## src/rtl/stall_tmo_pkg.sv

```systemverilog
package stall_tmo_pkg;
  localparam int unsigned FIELD_W = 12;
  typedef enum logic [1:0] {
    ST_IDLE  = 2'd0,
    ST_RUN   = 2'd1,
    ST_SPENT = 2'd2
  } tmo_state_e;
endpackage

```

## src/rtl/stall_tmo_ctrl.sv

```systemverilog
module stall_tmo_ctrl
  import stall_tmo_pkg::*;
(
  input  logic clk,
  input  logic rst,
  input  logic arm_ok,
  input  logic sink_ready,
  input  logic expire,
  output logic start,
  output logic running
);
  tmo_state_e state_q;

  assign start   = (state_q == ST_IDLE) && arm_ok;
  assign running = (state_q == ST_RUN);

  always_ff @(posedge clk) begin
    if (rst) begin
      state_q <= ST_IDLE;
    end else if (sink_ready) begin
      state_q <= ST_IDLE;
    end else if (start) begin
      state_q <= ST_RUN;
    end else if (running && expire) begin
      state_q <= ST_SPENT;
    end
  end
endmodule

```

## src/rtl/stall_tmo_presc.sv

```systemverilog
module stall_tmo_presc #(
  parameter int unsigned W = 12
) (
  input  logic         clk,
  input  logic         rst,
  input  logic         start,
  input  logic         running,
  input  logic [W-1:0] limit_in,
  output logic         tick
);
  logic [W-1:0] phase_q;
  logic [W-1:0] limit_q;

  assign tick = running && (phase_q == limit_q);

  always_ff @(posedge clk) begin
    if (rst) begin
      phase_q <= '0;
      limit_q <= '0;
    end else if (start) begin
      phase_q <= '0;
      limit_q <= limit_in;
    end else if (running) begin
      phase_q <= (phase_q == limit_q) ? '0 : phase_q + 1'b1;
    end
  end
endmodule

```

## src/rtl/stall_tmo_cnt.sv

```systemverilog
module stall_tmo_cnt #(
  parameter int unsigned W = 12
) (
  input  logic         clk,
  input  logic         rst,
  input  logic         start,
  input  logic         tick,
  input  logic [W-1:0] load_val,
  output logic         expire
);
  localparam logic [W-1:0] ONE = W'(1);
  logic [W-1:0] cnt_q;

  assign expire = tick && (cnt_q <= ONE);

  always_ff @(posedge clk) begin
    if (rst) begin
      cnt_q <= '0;
    end else if (start) begin
      cnt_q <= load_val;
    end else if (tick && (cnt_q != '0)) begin
      cnt_q <= cnt_q - 1'b1;
    end
  end
endmodule

```

## src/rtl/stall_tmo_timer.sv

```systemverilog
module stall_tmo_timer
  import stall_tmo_pkg::*;
#(
  parameter int unsigned W = FIELD_W
) (
  input  logic         clk,
  input  logic         rst,
  input  logic         tmo_en,
  input  logic [W-1:0] presc_val,
  input  logic [W-1:0] tmo_count,
  input  logic         work_left,
  input  logic         sink_ready,
  output logic         tmo_event
);
  logic arm_ok, start, run_q, tick, expire;

  assign arm_ok = tmo_en && work_left && !sink_ready;

  stall_tmo_ctrl u_ctrl (
    .clk(clk), .rst(rst), .arm_ok(arm_ok), .sink_ready(sink_ready),
    .expire(expire), .start(start), .running(run_q)
  );

  stall_tmo_presc #(.W(W)) u_presc (
    .clk(clk), .rst(rst), .start(start), .running(run_q),
    .limit_in(presc_val), .tick(tick)
  );

  stall_tmo_cnt #(.W(W)) u_cnt (
    .clk(clk), .rst(rst), .start(start), .tick(tick),
    .load_val(tmo_count), .expire(expire)
  );

  always_ff @(posedge clk) begin
    if (rst) tmo_event <= 1'b0;
    else     tmo_event <= expire && tmo_en && !sink_ready;
  end
endmodule

```

## config.mk

```make
export PLATFORM = sky130hd
export DESIGN_NAME = stall_tmo_timer
export DESIGN_NICKNAME = d
export VERILOG_FILES = /design/src/rtl/stall_tmo_pkg.sv /design/src/rtl/stall_tmo_ctrl.sv /design/src/rtl/stall_tmo_presc.sv /design/src/rtl/stall_tmo_cnt.sv /design/src/rtl/stall_tmo_timer.sv
export SDC_FILE = /design/constraint.sdc
export NUM_CORES = 1
export LEC_CHECK = 0
export ABC_AREA = 1
export BUFFER_PORTS_ARGS = -buffer_cell sky130_fd_sc_hd__buf_4
export CAP_MARGIN = 10
export CORE_MARGIN = 2
export CORE_UTILIZATION = 40
export CTS_CLUSTER_DIAMETER = 80
export CTS_CLUSTER_SIZE = 8
export DETAILED_ROUTE_END_ITERATION = 10
export SLEW_MARGIN = 5
export SYNTH_ARGS = -nofsm -noshare
export SYNTH_HDL_FRONTEND = slang
export SYNTH_HIERARCHICAL = 1
export SYNTH_SLANG_ARGS = --single-unit
export TNS_END_PERCENT = 50
```

## constraint.sdc

```tcl
create_clock -name clk -period 4.23 [get_ports clk]
set_input_delay 0.6345 -clock clk [delete_from_list [all_inputs] [get_ports clk]]
set_output_delay 0.6345 -clock clk [all_outputs]
set_load 0.02 [all_outputs]
```

==> flow_summary_export.csv, run 1 <==
group,metric,value,unit
sta,worst_slew_pin_slew,0.644,ns
floorplanning,coreArea,5570,um2
drt,drc_errors,0,
cts,cts_tree,"yes",
worst_setup_path,worstPathCellList,"inv_1 -> nor2_1 -> nand2_1 -> nor2_1 -> nand2_1 -> nor2_1 -> nand2_2 -> inv_1 -> inv_1 -> nor3_1 -> inv_1 -> o21ai_1 -> a21oi_2",
worst_setup_path,rr_endpoint,"u_ctrl/state_q[0]$_SDFFE_PP0P_",
synth,synth-edff-count,0,
floorplanning,die_w,80.4,um
synth,ys.flop_type,"dfxtp_1",
floorplanning,rows,27,
cts,cts_made_buffers,5,
worst_setup_path,reg2reg_depth,13,
synth,ys_ff_latch,39,
cts,clock_sinks,39,
cts,clk_pin_slew,0.07,ns
power,peakVddDrop,0.105,mV
synth,synth.avg_cell_area,6.72,um2
placement,dp_hpwl,3.69,mm
power,pwr-share-clk,33.0,%
drt,postRouteAntennaNets,0,
worst_setup_path,required,4.41,ns
synth,yosysWarnings,6,
synth,ys_async_sr_fraction,0,%
floorplanning,io-pin-count,30,
global_routing,use_met3,3.82,%
cts,ctsLongestPathBuffers,2,
placement,numPortBuffers,29,
min_path,whs_endpoint,"u_presc/limit_q[3]$_SDFFE_PP0P_",
floorplanning,chipHeight,80.4,um
worst_setup_path,cp_num_buf_inv,4,
min_path,hold_start,"u_presc/limit_q[3]$_SDFFE_PP0P_",
worst_setup_path,crit_type,"register to register",
power,p_comb_share,20.0,%
power,switching_share,28.2,%
worst_setup_path,slowest_delay,0.42,ns
global_routing,grt-ovfl-total,0,
sta,finalSetupViolCount,0,
synth,synth.area.mux_share,0,%
worst_setup_path,slowest_stage,"nor2_1",
worst_setup_path,critPathArrivalTime,2.61,ns
synth,synth_compound_area_share,10.2,%
synth,ys_types,31,
cts,ctsHoldBuffers,0,
sta,rsz0062_at_grt,"no",
global_routing,grtUsageTotal,17.0,%
sta,fin_crit,2.43,ns
status,status,"finished, final reports clean",
worst_setup_path,cp-end-kind,"register",
sta,fmax,411,MHz
drt,vias,2105,
worst_setup_path,worst-r2r-setup-slack,1.80,ns
synth,netlist_instances,347,
layout,drive_above_1_share,21.0,%
sta,maxSlewViolCount,0,
floorplanning,fp.dieArea,6460,um2
drt,drtIter0Drc,84,
global_routing,grt_max_degree,26,
synth,syn_nets,380,
cts,clock-root-buffer,"clkbuf_8",
cts,cts_setup_buffers,0,
worst_setup_path,worst-path-max-fanout,7,
synth,synth_top_family_by_area,"simple AND/OR/NAND/NOR gates",
min_path,hold_depth,2,
placement,place.gp.congestion,0.879,
power,p_int,599,uW
layout,n_fill_cell,582,
synth,yosys.area.top_type,"dfxtp_1",
worst_setup_path,startpoint_type,"register",
synth,synth_area_leaders,"dfxtp_1 33%, nand2_1 15%, nor2_1 8.4%",
worst_setup_path,crit_family,"simple AND/OR/NAND/NOR gates",
cts,cts_resized,0,
power,total_power,834,uW
worst_setup_path,rr_startpoint,"u_ctrl/state_q[0]$_SDFFE_PP0P_",
synth,netlist_area,2330,um2
global_routing,busiest_layer,"met2",
sta,fin_skew,0.00734,ns
synth,synth_adder_area_share,2.15,%
power,leakagePower,0.00118,uW
global_routing,antenna_found_initial,0,
layout,antenna_cells,0,
synth,synth_top_area_share,33.5,%
min_path,hold_path.class,"register to register",
power,switchingPower,235,uW
synth,synthSimpleGateAreaFrac,41.1,%
global_routing,grt_use_met2,25.8,%
drt,routed_wl,4.93,mm
layout,final_nets,409,
power,seq_power_share,47.1,%
sta,setup_tns,0,ns
global_routing,grt_pass1_wl,8.59,mm
drt,drt_pass1_iterations,4,
global_routing,grtUsageMet1,24.1,%
layout,area_growth,16.1,%
drt,avgRoutedWirePerCell,11.0,um
cts,htree_levels,2,
synth,synth-xor-area-share,4.51,%
sta,post-route-period-util,57.5,%
worst_setup_path,cpMostUsedCell,"inv_1",
run,drv_cap,0,
synth,yosysSeqAreaShare,33.5,%
global_routing,grt_pass1_vias,1904,
worst_setup_path,cp_num_cells,13,
cts,clkLatencyLatePin,0.29,ns
sta,relSlewSlack,57.0,%
drt,via_per_inst,4.69,
sta,finalHoldViolations,0,
floorplanning,initial_utilization,41.8,%
power,power.density,308,nW/um2
cells in the mapped netlist (5+ instances only):
cell / count
nand3_1: 19
a21oi_1: 11
xnor2_1: 6
a211oi_1: 9
nor2_2: 5
dfxtp_1: 39
xor2_1: 6
inv_2: 7
o21ai_0: 7
nor2_1: 52
nand2_2: 7
inv_1: 38
nand2_1: 96
nor2_4: 6
sequential cells by signal, indices dropped and copies added, names as in the netlist:
name             cells
tmo_event            1
u_cnt/cnt_q         12
u_ctrl/state_q       2
u_presc/limit_q     12
u_presc/phase_q     12
worst max path at each step:
| stage | from | to | slack (ns) |
|---|---|---|---|
| floorplan | u_ctrl/state_q[0]$_SDFFE_PP0P_ | u_ctrl/state_q[0]$_SDFFE_PP0P_ | 2.35 |
| global placement | u_ctrl/state_q[0]$_SDFFE_PP0P_ | u_ctrl/state_q[0]$_SDFFE_PP0P_ | 1.81 |
| detailed placement | u_ctrl/state_q[0]$_SDFFE_PP0P_ | u_ctrl/state_q[0]$_SDFFE_PP0P_ | 1.76 |
| CTS | u_ctrl/state_q[0]$_SDFFE_PP0P_ | u_ctrl/state_q[0]$_SDFFE_PP0P_ | 1.77 |
| global route | u_ctrl/state_q[0]$_SDFFE_PP0P_ | u_ctrl/state_q[0]$_SDFFE_PP0P_ | 1.52 |
| finish | u_ctrl/state_q[0]$_SDFFE_PP0P_ | u_ctrl/state_q[0]$_SDFFE_PP0P_ | 1.80 |
cells in the final DEF (no fill, tap or decap), types with 5 or more instances in the layout:
| master | instances |
|---|---|
| nand2_1 | 96 |
| nor2_1 | 52 |
| dfxtp_1 | 39 |
| inv_1 | 38 |
| buf_4 | 29 |
| nand3_1 | 19 |
| a21oi_1 | 11 |
| a211oi_1 | 9 |
| clkbuf_8 | 7 |
| o21ai_0 | 7 |
| nand2_2 | 7 |
| inv_2 | 7 |
| nor2_4 | 6 |
| xnor2_1 | 6 |
| xor2_1 | 6 |
| nor2_2 | 5 |
power groups by stage:
stage / sequential (uW) / clock [uW] / combinational, uW
CTS: 392 / 289 / 168
floorplan: 398 / 0 / 125
global route: 394 / 302 / 190
global placement: 401 / 0 / 166
finish: 392 / 275 / 166
detailed placement: 401 / 0 / 167
final cells by class:
| cell class | instances | area (um2) | area share (%) |
|---|---|---|---|
| clock buffer | 8 | 100 | 3.70 |
| inverter | 45 | 169 | 6.24 |
| sequential | 39 | 781 | 28.8 |
| tap | 72 | 90.1 | 3.33 |
| multi-input combinational | 256 | 1350 | 49.9 |
| timing repair buffer | 29 | 218 | 8.04 |
tightest hold or removal path, delay by kind of cell (launching register included):
family	cells	cell delay, ns
buffers and inverters	1	0.06
DFF	1	0.31
AOI/OAI and AO/OA	1	0.06
logic make-up (layout without fill, tap and decap cells):
family	Yosys count	after routing
AND/OR/NAND/NOR	203	203
buffers and inverters	52	82
flip-flops	39	39
AO/OA/AOI/OAI	37	37
XOR/XNOR	12	12
adder cells (fa/ha/maj)	4	4
metal layers:
layer	part of all wire, %	up-vias
met3	3.7	2
met5	0	-
li1	-	1134
met1	52	939
met2	43	30
met4	0.83	0
metrics by stage:
stage                     worst slack [ns]  hold WS (ns)  util, %  cell area [um2]  cells
after floorplan                       2.35         0.449        -             2330    347
after global placement                1.81         0.465     46.8             2610    441
after detailed placement              1.76         0.471     46.8             2610    441
after CTS                             1.77         0.485     48.6             2710    449
after global routing                  1.52         0.505     48.6             2710    449
final                                 1.80         0.479     48.6             2710    449
Power figures use the tool's default switching activity.
==> run 2, diff against run 1 <==
ABC_AREA = 0   (was 1)
clock period = 2.3 ns   (was 4.23 ns; I/O delays follow)
==> run 2 against run 1 <==
Effect of this change:
- worst hold slack lost 0.24 ns
- clock skew increased by 0.0018 ns
- clock power is 120% higher
- utilization grew 6.9 points
- global-route usage increased by 0.24 points
- highest routed layer unchanged
- routed wire length fell by 8.2%
- first-iteration DRC count shrank 21%
- the flow now finishes with violations (setup timing)
- sequential cell count unchanged
- critical endpoint is now u_cnt/cnt_q[11]$_SDFFE_PP0P_
- sequential power rose by 84%
==> flow_summary_export.csv, run 2 <==
group,metric,value,unit
worst_setup_path,slowest_delay,0.40,ns
placement,place.gp.congestion,0.801,
worst_setup_path,crit_end,"u_cnt/cnt_q[11]$_SDFFE_PP0P_",
drt,postRouteAntennaNets,0,
worst_setup_path,worstPathCellList,"xnor2_2 -> nand4_1 -> nor4_4 -> nor3b_4 -> nand3_4 -> buf_4 -> clkbuf_2 -> o21ai_0 -> a311oi_2",
synth,ys_async_sr_fraction,0,%
cts,cts_tree,"yes",
status,status,"finished with violations",
synth,synth.avg_cell_area,9.23,um2
floorplanning,initial_utilization,41.8,%
layout,final_nets,297,
cts,clkLatencyLatePin,0.30,ns
cts,ctsLongestPathBuffers,2,
worst_setup_path,cp_num_cells,9,
cts,cts_made_buffers,5,
sta,fin_skew,0.00911,ns
placement,post-place-ws,0.0304,ns
floorplanning,coreArea,4790,um2
worst_setup_path,rr_endpoint,"u_cnt/cnt_q[11]$_SDFFE_PP0P_",
layout,final_common_cell,"buf_4",
worst_setup_path,cp-end-kind,"register",
layout,seq_area,785,um2
power,leakagePower,0.000933,uW
placement,dp_hpwl,2.99,mm
synth,ys_ff_latch,39,
synth,ys_types,42,
sta,fin_crit,2.31,ns
worst_setup_path,required,2.46,ns
synth,yosysSeqAreaShare,39.0,%
drt,routed_wl,4.52,mm
layout,area_growth,32.7,%
min_path,hold_path.class,"input port to register",
cts,ctsHoldBuffers,0,
layout,stdcell_count,332,
layout,antenna_cells,0,
sta,maxSlewViolCount,0,
global_routing,grtUsageTotal,17.2,%
worst_setup_path,crit_family,"simple AND/OR/NAND/NOR gates",
worst_setup_path,reg2reg_depth,9,
floorplanning,fp.dieArea,5590,um2
sta,relSlewSlack,65.2,%
synth,yosysMostFrequentCell,"dfxtp_1",
sta,fin_ws,-0.0143,ns
power,peakVddDrop,0.423,mV
worst_setup_path,worst-r2r-setup-slack,-0.01,ns
sta,fmax,432,MHz
global_routing,antenna_found_initial,0,
run,drv_cap,0,
worst_setup_path,slowest_stage,"nor4_4",
synth,synth_common_cells,"39 x dfxtp_1, 27 x nor2_1, 22 x xnor2_1, 13 x mux2i_1, 11 x nor4_1",
worst_setup_path,cp_num_buf_inv,2,
drt,via_per_inst,5.15,
synth,ys.flop_type,"dfxtp_1",
cts,clock-root-buffer,"clkbuf_8",
power,total_power,1540,uW
layout,final_cell_mix,"51 x buf_4, 36 x dfxtp_1, 27 x nor2_1",
drt,vias,1711,
drt,avgRoutedWirePerCell,13.6,um
sta,rsz0062_at_grt,"yes",
global_routing,grt_pass1_vias,1548,
global_routing,grt_pass1_wl,7.26,mm
synth,synth_area_leaders,"dfxtp_1 39%, xnor2_1 9.6%, mux2i_1 6.5%",
placement,numPortBuffers,29,
synth,yosysWarnings,6,
power,power.density,579,nW/um2
layout,reg.largest.list,"u_cnt/cnt_q: 12 flops, u_presc/limit_q: 12 flops, u_presc/phase_q: 12 flops",
drt,drt_pass1_iterations,4,
synth,syn_nets,250,
synth,netlist_instances,217,
sta,finalHoldViolations,0,
synth,synth-edff-count,0,
synth,yosys.area.top_type,"dfxtp_1",
floorplanning,io-pin-count,30,
layout,drive_above_1_share,33.6,%
sta,worst_slew_pin_slew,0.518,ns
synth,synth_top_area_share,39.0,%
placement,dp.cells,318,
drt,drtIter0Drc,66,
drt,drc_errors,0,
worst_setup_path,worst-path-max-fanout,6,
layout,n_fill_cell,432,
sta,finalSetupViolCount,2,
sta,post-route-period-util,101,%
cts,clock_sinks,39,
worst_setup_path,startpoint_type,"register",
floorplanning,die_w,74.7,um
cts,clk_pin_slew,0.08,ns
floorplanning,rows,25,
worst_setup_path,crit_path_start,"u_presc/limit_q[0]$_SDFFE_PP0P_",
cts,htree_levels,2,
worst_setup_path,crit_type,"register to register",
global_routing,grt-ovfl-total,0,
status,violations,"setup timing",
worst_setup_path,rr_startpoint,"u_presc/limit_q[0]$_SDFFE_PP0P_",
global_routing,grt_max_degree,40,
worst_setup_path,critPathArrivalTime,2.47,ns
floorplanning,chipHeight,74.7,um
sta,fin_hold_ws,0.240,ns
synth,netlist_area,2000,um2
layout,multi_input_area,1260,um2
-- run 2: metal layers --
metal / routed length, um / GRT usage (%)
met5: 0 / 0
met4: 86 / 7.74
met3: 169 / 4.15
met2: 1920 / 23.3
met1: 2350 / 25.7
-- run 2: layout make-up --
class	count	share of cell area [%]
flip-flops and latches	39	29.5
repair buffers	52	14.6
well taps	67	3.16
clock buffers	6	3.11
clock inverters	2	1.32
multi-input cells	160	47.4
inverters	6	0.848
-- run 2: timing repair --
item                                   4_1_cts  5_1_grt
endpoints found under the hold margin        0        0
setup buffers                                0        6
gates resized for setup                      0       21
setup endpoints to repair                    0        6
-- run 2: cells by family after synthesis --
group                    Yosys count  synth area share [%]
multiplexers                      13                  6.50
AND/OR/NAND/NOR                   91                  27.2
buffers and inverters             18                  4.06
adder cells (fa/ha/maj)            4                  2.50
flip-flops                        39                  39.0
AO/OA/AOI/OAI                     27                  9.81
XOR/XNOR                          25                  10.9
-- run 2: worst min-delay path by stage --
stage / startpoint / to / slack [ns] / cells past startpoint
finish: sink_ready / u_ctrl/state_q[0]$_SDFFE_PP0P_ / 0.24 / 2
global placement: u_presc/limit_q[1]$_SDFFE_PP0P_ / u_presc/limit_q[1]$_SDFFE_PP0P_ / 0.50 / 2
CTS: sink_ready / u_ctrl/state_q[0]$_SDFFE_PP0P_ / 0.23 / 2
floorplan: sink_ready / u_ctrl/state_q[0]$_SDFFE_PP0P_ / 0.41 / 1
detailed placement: u_presc/limit_q[5]$_SDFFE_PP0P_ / u_presc/limit_q[5]$_SDFFE_PP0P_ / 0.51 / 2
global route: sink_ready / u_ctrl/state_q[1]$_SDFFE_PP0P_ / 0.23 / 2
-- run 2: metrics by stage --
| stage | cell area (um2) | utilization [%] | setup TNS (ns) |
|---|---|---|---|
| after detailed placement | 2400 | 50.1 | 0 |
| final | 2660 | 55.5 | -0.0172 |
| after global routing | 2660 | 55.5 | -1.07 |
| after CTS | 2510 | 52.5 | 0 |
| after global placement | 2400 | 50.1 | 0 |
| after floorplan | 2030 | - | 0 |
-- run 2: report_power, final --
| part | total (uW) | switching [uW] | internal [uW] |
|---|---|---|---|
| clock | 598 | 247 | 351 |
| combinational | 219 | 115 | 104 |
| sequential | 721 | 24.5 | 696 |
| total | 1540 | 386 | 1150 |
==> run 3, diff against run 2 <==
CELL_PAD_IN_SITES_DETAIL_PLACEMENT = 1   (was unset)
CELL_PAD_IN_SITES_GLOBAL_PLACEMENT = 2   (was unset)
CORE_UTILIZATION = 34   (was 40)
PLACE_DENSITY_LB_ADDON = 0.1   (was unset)
==> run 3 against run 2 <==
Effect of this change:
- the run now ends clean
- non-clock buffer count is 1 lower
- maximum frequency grew 7.3%
- critical path depth decreased by 2
- sequential cell count unchanged
- die area grew 17%
- sequential share of layout area is 1.0 points higher
- setup slack improved by 0.16 ns
- via count is 4.2% higher
- clock skew is 0.0039 ns lower
- critical path type unchanged
==> flow_summary_export.csv, run 3 (same netlist as run 2, synthesis figures left out) <==
group,metric,value,unit
status,status,"finished, final reports clean",
sta,fin_crit,2.16,ns
layout,final_cell_mix,"51 x buf_4, 35 x dfxtp_1, 27 x nor2_1",
placement,dp_hpwl,3.95,mm
worst_setup_path,worst-path-max-fanout,5,
layout,area_growth,28.6,%
floorplanning,io-pin-count,30,
placement,numPortBuffers,29,
layout,n_fill_cell,678,
drt,drtIter0Drc,103,
worst_setup_path,cp-end-kind,"register",
drt,drc_errors,0,
drt,drt_pass1_iterations,4,
worst_setup_path,required,2.50,ns
cts,htree_levels,2,
drt,postRouteAntennaNets,0,
sta,fin_ws,0.142,ns
cts,ctsLongestPathBuffers,2,
drt,vias,1783,
cts,clkLatencyLatePin,0.29,ns
cts,clock-root-buffer,"clkbuf_8",
worst_setup_path,crit_path_start,"u_presc/phase_q[9]$_SDFFE_PP0P_",
cts,clock_sinks,39,
sta,relSlewSlack,65.3,%
min_path,whs_endpoint,"u_ctrl/state_q[0]$_SDFFE_PP0P_",
sta,rsz0062_at_grt,"yes",
global_routing,antenna_found_initial,0,
floorplanning,initial_utilization,35.7,%
layout,final_common_cell,"buf_4",
min_path,hold_depth,2,
sta,fmax,463,MHz
sta,finalSetupViolCount,0,
power,peakVddDrop,0.289,mV
drt,via_per_inst,5.29,
cts,cts_tree,"yes",
layout,final_nets,297,
sta,fin_hold_ws,0.240,ns
global_routing,grt_max_degree,40,
sta,post-route-period-util,93.8,%
cts,ctsHoldBuffers,0,
sta,finalHoldViolations,0,
floorplanning,coreArea,5610,um2
sta,fin_skew,0.00517,ns
global_routing,grt-ovfl-total,0,
placement,post-place-ws,-0.0252,ns
worst_setup_path,rr_endpoint,"u_cnt/cnt_q[11]$_SDFFE_PP0P_",
worst_setup_path,reg2reg_depth,7,
sta,worst_slew_pin_slew,0.517,ns
worst_setup_path,rr_startpoint,"u_presc/phase_q[9]$_SDFFE_PP0P_",
min_path,hold_start,"sink_ready",
placement,place.gp.congestion,0.813,
layout,seq_area,786,um2
layout,antenna_cells,0,
floorplanning,fp.dieArea,6520,um2
worst_setup_path,startpoint_type,"register",
worst_setup_path,worst-r2r-setup-slack,0.14,ns
layout,multi_input_area,1210,um2
drt,routed_wl,5.37,mm
layout,reg.largest.list,"u_cnt/cnt_q: 12 flops, u_presc/limit_q: 12 flops, u_presc/phase_q: 12 flops",
power,leakagePower,0.000907,uW
power,power.density,540,nW/um2
layout,drive_above_1_share,30.9,%
floorplanning,chipHeight,80.7,um
floorplanning,die_w,80.7,um
worst_setup_path,crit_type,"register to register",
global_routing,grtUsageTotal,17.3,%
cts,cts_made_buffers,5,
global_routing,grt_pass1_vias,1790,
floorplanning,rows,27,
cts,clk_pin_slew,0.08,ns
global_routing,grt_pass1_wl,8.69,mm
sta,maxSlewViolCount,0,
worst_setup_path,critPathArrivalTime,2.36,ns
drt,avgRoutedWirePerCell,15.9,um
run,drv_cap,0,
min_path,hold_path.class,"input port to register",
-- run 3: critical path: stages (launching register included) --
cell and delay [ns]:
dfxtp_1 0.41, xnor2_1 0.14, nand4_1 0.15, nor4_4 0.31, nor3b_4 0.31, nand3_4 0.13
or4_4 0.42, a311oi_1 0.21
-- run 3: area by class of cell --
type                       count  share of cell area (%)
inverter                       6                   0.875
clock buffer                   5                    2.67
clock inverter                 3                   0.583
multi-input combinational    161                    47.0
sequential                    39                    30.5
timing repair buffer          51                    14.9
tap                           72                    3.50
-- run 3: how the worst max path moves through the flow --
stage / to / slack [ns] / cells past startpoint
after floorplan: u_cnt/cnt_q[8]$_SDFFE_PP0P_ / 0.005 / 9
after global placement: u_cnt/cnt_q[8]$_SDFFE_PP0P_ / 0.11 / 7
after detailed placement: u_cnt/cnt_q[5]$_SDFFE_PP0P_ / -0.03 / 7
after CTS: u_cnt/cnt_q[11]$_SDFFE_PP0P_ / 0.04 / 7
after global routing: u_cnt/cnt_q[8]$_SDFFE_PP0P_ / -0.05 / 7
final: u_cnt/cnt_q[11]$_SDFFE_PP0P_ / 0.14 / 7
-- run 3: power by group --
group	switching [uW]	internal [uW]	total, uW
Combinational	112	102	214
Clock	248	208	456
Sequential	24.6	696	721
Total	384	1010	1390
-- run 3: routing by layer --
| metal | track usage (%) | part of all wire [%] | up-vias |
|---|---|---|---|
| li1 | - | - | 892 |
| met1 | 25.2 | 51 | 858 |
| met5 | 0 | 0 | - |
| met2 | 26.0 | 45 | 29 |
| met4 | 4.58 | 0.67 | 0 |
| met3 | 3.44 | 3.5 | 4 |
-- run 3: through the flow --
stage                     power [uW]  utilization, %  TNS [ns]  cell area, um2  instances
final                           1390            45.9         0            2570        337
after global routing            1470            45.9   -0.0922            2570        337
after CTS                       1400            44.6         0            2500        333
after detailed placement         937            43.0   -0.0566            2410        324
after global placement           931            43.0         0            2410        324
after floorplan                  852               -         0            2030        217
-- run 3: what timing repair did --
action	CTS	global route
endpoints found under the setup margin	6	8
buffers inserted	1	3
resized for setup	1	11
cloned	0	1
pin swaps	1	11
